[config.mk]
export PLATFORM = sky130hd
export DESIGN_NAME = sw_poll_host
export DESIGN_NICKNAME = d
export VERILOG_FILES = /design/src/rtl/sw_poll_host.sv
export SDC_FILE = /design/constraint.sdc
export NUM_CORES = 1
export LEC_CHECK = 0
export BUFFER_PORTS_ARGS = -buffer_cell sky130_fd_sc_hd__buf_2
export CORE_AREA = 4 4 95 97
export CTS_CLUSTER_SIZE = 12
export DETAILED_ROUTE_END_ITERATION = 10
export DIE_AREA = 0 0 99 101
export SYNTH_ARGS = -nofsm -noshare
export SYNTH_HDL_FRONTEND = slang
export SYNTH_SLANG_ARGS = --single-unit
[constraint.sdc]
create_clock -name clk -period 3.9 [get_ports clk]
set_input_delay 0.39 -clock clk [delete_from_list [all_inputs] [get_ports clk]]
set_output_delay 0.39 -clock clk [all_outputs]
set_load 0.01 [all_outputs]
[src/rtl/sw_poll_host.sv]
module sw_poll_host #(
  parameter int CLK_HZ    = 4_000_000,
  parameter int ATTN_US   = 700,
  parameter int SHORT_US  = 35,
  parameter int LONG_US   = 65,
  parameter int RESP_US   = 255,
  parameter int FALL_US   = 75,
  parameter int SAMPLE_US = 55,
  parameter int RISE_US   = 36
) (
  input  logic        clk,
  input  logic        rst_n,
  input  logic        start_i,
  input  logic [3:0]  dev_addr_i,
  input  logic [1:0]  reg_sel_i,
  input  logic        line_in_i,
  output logic        line_pull_o,
  output logic        busy_o,
  output logic        done_o,
  output logic [15:0] result_o,
  output logic [1:0]  status_o
);
  localparam int DIV = (CLK_HZ / 1_000_000 < 1) ? 1 : CLK_HZ / 1_000_000;
  localparam int DW  = (DIV > 1) ? $clog2(DIV) : 1;
  localparam int TW  = $clog2(ATTN_US + 1);
  localparam logic [1:0] ST_OK = 2'b00, ST_NONE = 2'b01, ST_BSTART = 2'b10, ST_BSTOP = 2'b11;
  localparam logic [4:0] TX_LAST = 5'd10, RX_LAST = 5'd17;

  typedef enum logic [2:0] {S_IDLE, S_TXL, S_TXH, S_RESP, S_FALL, S_DLY, S_RISE} state_t;
  state_t state;

  logic [DW-1:0] div_cnt;
  logic [TW-1:0] tmr, low_len, high_len;
  logic [4:0]    idx;
  logic [7:0]    cmd;
  logic [15:0]   shreg;
  logic [1:0]    sync;
  logic          tick, line, tx_bit;

  assign tick        = (div_cnt == DW'(DIV - 1));
  assign line        = sync[1];
  assign line_pull_o = (state == S_TXL);
  assign busy_o      = (state != S_IDLE);
  assign tx_bit      = (idx == 5'd1) ? 1'b1 :
                       (idx >= 5'd2 && idx <= 5'd9) ? cmd[3'(5'd9 - idx)] : 1'b0;
  assign low_len     = (idx == 5'd0) ? TW'(ATTN_US) : tx_bit ? TW'(SHORT_US) : TW'(LONG_US);
  assign high_len    = (idx == 5'd0) ? '0 : tx_bit ? TW'(LONG_US) : TW'(SHORT_US);

  always_ff @(posedge clk or negedge rst_n) begin
    if (!rst_n) begin
      div_cnt <= '0;
      sync    <= 2'b11;
    end else begin
      div_cnt <= tick ? '0 : div_cnt + 1'b1;
      sync    <= {sync[0], line_in_i};
    end
  end

  always_ff @(posedge clk or negedge rst_n) begin
    if (!rst_n) begin
      state    <= S_IDLE;
      tmr      <= '0;
      idx      <= '0;
      cmd      <= '0;
      shreg    <= '0;
      done_o   <= 1'b0;
      result_o <= '0;
      status_o <= ST_OK;
    end else begin
      done_o <= 1'b0;
      if (tick) tmr <= tmr + 1'b1;
      case (state)
        S_IDLE: if (start_i) begin
          cmd   <= {dev_addr_i, 2'b11, reg_sel_i};
          idx   <= '0;
          tmr   <= '0;
          state <= S_TXL;
        end
        S_TXL: if (tick && tmr == low_len - 1'b1) begin
          tmr <= '0;
          if (high_len == '0) idx <= idx + 1'b1;
          else state <= S_TXH;
        end
        S_TXH: if (tick && tmr == high_len - 1'b1) begin
          tmr <= '0;
          if (idx == TX_LAST) begin
            idx   <= '0;
            state <= S_RESP;
          end else begin
            idx   <= idx + 1'b1;
            state <= S_TXL;
          end
        end
        S_RESP: if (!line) begin
          tmr   <= '0;
          state <= S_DLY;
        end else if (tick && tmr == TW'(RESP_US - 1)) begin
          state    <= S_IDLE;
          done_o   <= 1'b1;
          result_o <= 16'h0000;
          status_o <= ST_NONE;
        end
        S_FALL: if (!line || (tick && tmr == TW'(FALL_US - 1))) begin
          tmr   <= '0;
          state <= S_DLY;
        end
        S_DLY: if (tick && tmr == TW'(SAMPLE_US - 1)) begin
          tmr <= '0;
          if (idx == 5'd0 && !line) begin
            state    <= S_IDLE;
            done_o   <= 1'b1;
            result_o <= 16'hFFFE;
            status_o <= ST_BSTART;
          end else if (idx == RX_LAST) begin
            state    <= S_IDLE;
            done_o   <= 1'b1;
            result_o <= line ? 16'hFFFD : shreg;
            status_o <= line ? ST_BSTOP : ST_OK;
          end else begin
            if (idx != 5'd0) shreg <= {shreg[14:0], line};
            state <= S_RISE;
          end
        end
        S_RISE: if (line || (tick && tmr == TW'(RISE_US - 1))) begin
          tmr   <= '0;
          idx   <= idx + 1'b1;
          state <= S_FALL;
        end
        default: state <= S_IDLE;
      endcase
    end
  end

  a_r1_release_idle: assert property (@(posedge clk) disable iff (!rst_n)
    !busy_o |-> !line_pull_o);
  a_r11_done_pulse: assert property (@(posedge clk) disable iff (!rst_n)
    done_o |=> !done_o);
  a_r11_hold_result: assert property (@(posedge clk) disable iff (!rst_n)
    !done_o |-> ($stable(result_o) && $stable(status_o)));
  a_r12_ignore_busy: assert property (@(posedge clk) disable iff (!rst_n)
    (busy_o && start_i) |=> (busy_o || done_o));
  a_r6_none_code: assert property (@(posedge clk) disable iff (!rst_n)
    (done_o && status_o == ST_NONE) |-> result_o == 16'h0000);
  a_r9_bstart_code: assert property (@(posedge clk) disable iff (!rst_n)
    (done_o && status_o == ST_BSTART) |-> result_o == 16'hFFFE);
  a_r10_bstop_code: assert property (@(posedge clk) disable iff (!rst_n)
    (done_o && status_o == ST_BSTOP) |-> result_o == 16'hFFFD);
endmodule

==> impl_metrics.csv <==
group,metric,value,unit
routing,wl_per_cell,15.0,µm
logic_synthesis,syn_area_per_cell,9.83,µm²
routing,wirelength,7200,µm
final_layout,syn2layout_area_growth,13.3,%
sta,hold_violations,0,
global_routing,grt_max_degree,45,
setup_path,reg2regPathDepth,11,
sta,worstMarginPinSlew,956,ps
clocking,clk_latency,340,ps
logic_synthesis,ys.flop_type,"dfrtp_1",
sta,period_minus_slack,3040,ps
global_routing,antenna_found_initial,0,
setup_path,cp_slowest_stage_delay,460,ps
setup_path,cp-start-kind,"flop",
setup_path,worstPathRequired,4120,ps
clocking,cts_max_level,3,
setup_path,cp.arrival,3270,ps
global_routing,grt_pass1_wl,12500,µm
setup_path,worst_path_max_delay_cell,"dfrtp_1",
pwr,p_leak,1.73,nW
die,pin_count,31,
logic_synthesis,synth_edf_count,0,
clocking,cts_buffers,9,
final_layout,layout.nets,391,
logic_synthesis,yosysSeqAreaShare,0.474,
setup_path,end_kind,"flop",
clocking,post-cts-setup-buffers,0,
sta,setup_viol,0,
final_layout,final_cell_mix,"dfrtp_1 (62), o21ai_0 (43), nand2_1 (36)",
clocking,cts_tree,"done",
logic_synthesis,netlist_area,3380,µm²
place,gp_congestion,0.867,
logic_synthesis,yosysWarnings,0,
place,hpwl,5050,µm
routing,vias_per_cell,5.37,
routing,via_count,2578,
clocking,hold_buffers,0,
setup_path,cp_max_fo,9,
die,core,8130,µm²
sta,fin_skew,15.0,ps
routing,drcViolationCount,0,
pwr,irDropWorstVdd,0.304,mV
sta,fmax,0.328,GHz
die,rows,33,
setup_path,critical_path_class,"flop to flop",
setup_path,crit_chain,"inv_1 -> ha_1 -> nor4b_2 -> buf_4 -> mux2i_1 -> a32oi_1 -> nor4_1 -> and4_1 -> o22ai_2 -> or2_4 -> mux2_4",
routing,drt-pass1-iter-count,4,
die,die-height,101,µm
clocking,cts.sinks,64,
clocking,clk_pin_slew_worst_paths,70,ps
pwr,powerDensity,584,nW/µm²
die,die_area,10000,µm²
sta,whs,149,ps
sta,timing.setup.tns,0,ps
logic_synthesis,syn_inst,344,
global_routing,grt_remaining_overflow,0,
clocking,cts_resized,0,
die,die_w,99,µm
logic_synthesis,ys_seq_elements,64,
worst_hold_path,hold_path_class,"input port to flop",
clocking,clock_path_buffers,2,
logic_synthesis,synthArstFlopShare,1.00,
status,status,"complete, no violations",
sta,finalMaxSlewViolations,0,
final_layout,antennaDiodeCount,0,
logic_synthesis,synth_cell_type_count,52,
sta,slew-limit-headroom,0.362,
routing,ant_nets,0,
final_layout,drive_gt1_frac,0.224,
place,io_buffer_count,30,
final_layout,final_common_cell,"dfrtp_1",
die,start_util,0.416,
global_routing,grt_use_total,0.157,
job,maxCapViolations,0,
worst_hold_path,hold_path_depth,1,
global_routing,grt_pass1_vias,2546,
routing,drtIter0Drc,142,
clocking,cts-root-buf,"clkbuf_8",
sta,final.period_utilization,0.781,
sta,rsz0062_at_grt,"false",
logic_synthesis,synth_nets,365,
## registers in the layout, indices dropped and copies added (netlist names), 3 cells and up
signal	count
cmd	7
tmr	10
idx	5
shreg	16
result_o	16
state	3
## logic make-up after synthesis
kind of cell,Yosys count,synth area share
muxes,28,0.0966
and+or+nand+nor,118,0.168
AOI/OAI and AO/OA,82,0.150
xor gates and xnor gates,9,0.0233
DFF,64,0.474
adders and majority gates,11,0.0407
buffers and inverters,32,0.0477
## critical path: cells and delay by family (launching register included)
kind,cells,cell delay (ps)
compound gates,2,220
fa+ha+maj,1,270
buf+inv,2,410
flops,1,460
mux,2,510
simple gates,4,1060
## power breakdown
part	leakage, nW	internal, mW	switching (mW)
clock network	0.124	0.442	0.262
logic	0.752	0.305	0.413
registers	0.859	0.725	0.0890
## stage by stage
stage | total power, mW | instances | setup WS [ps] | cell area [µm²] | utilization
after floorplan | 1.36 | 344 | 1020 | 3380 | -
after global placement | 1.53 | 464 | 936 | 3590 | 0.441
after detailed placement | 1.54 | 464 | 885 | 3590 | 0.441
after CTS | 2.25 | 480 | 876 | 3830 | 0.471
after global routing | 2.39 | 480 | 656 | 3830 | 0.471
final | 2.24 | 480 | 856 | 3830 | 0.471
## metal layers
layer	wire length, µm	track usage	up-vias
li1	-	-	1274
met2	3200	0.231	72
met5	0	0	-
met3	377	0.0415	14
met1	3460	0.218	1218
met4	152	0.0651	0
## area by class of cell
class / count / area [µm²]
Fill cell: 791 / 4300
Multi-Input combinational cell: 248 / 1620
Sequential cell: 64 / 1600
Timing Repair Buffer: 34 / 180
Clock buffer: 11 / 141
Tap cell: 105 / 131
Clock inverter: 5 / 104
Inverter: 13 / 48.8
## final timing paths
check	start	to	slack, ps
max	idx[1]	idx[0]	860
min	line_in_i	sync[0]	150
max reg2reg	idx[1]	idx[0]	860
min reg2reg	sync[0]	sync[1]	360
max in group asynchronous	rst_n	sync[1]	2830
min in group asynchronous	rst_n	result_o[7]	190
## cells in the mapped netlist, drive strengths merged (2+ instances only)
library cell / count / area share
and4: 2 / 0.0052
mux2: 24 / 0.081
nand2: 36 / 0.040
nand2b: 3 / 0.0056
nand3: 11 / 0.016
xor2: 4 / 0.010
xnor2: 5 / 0.013
nand4: 5 / 0.0093
a31oi: 8 / 0.015
ha: 11 / 0.041
and3: 2 / 0.0037
and2: 4 / 0.0074
clkbuf: 7 / 0.0078
nor4: 4 / 0.0074
mux2i: 3 / 0.0089
o31ai: 4 / 0.0089
nor2: 35 / 0.040
o32ai: 3 / 0.0078
a21oi: 7 / 0.010
inv: 13 / 0.014
o21ai: 43 / 0.064
or2: 2 / 0.0044
dfrtp: 62 / 0.46
o211ai: 2 / 0.0044
a211oi: 2 / 0.0044
buf: 12 / 0.026
or4: 3 / 0.0067
or3: 3 / 0.0056
dfstp: 2 / 0.016
nor3: 5 / 0.0074
No activity file was read; power rests on OpenSTA's default activity.
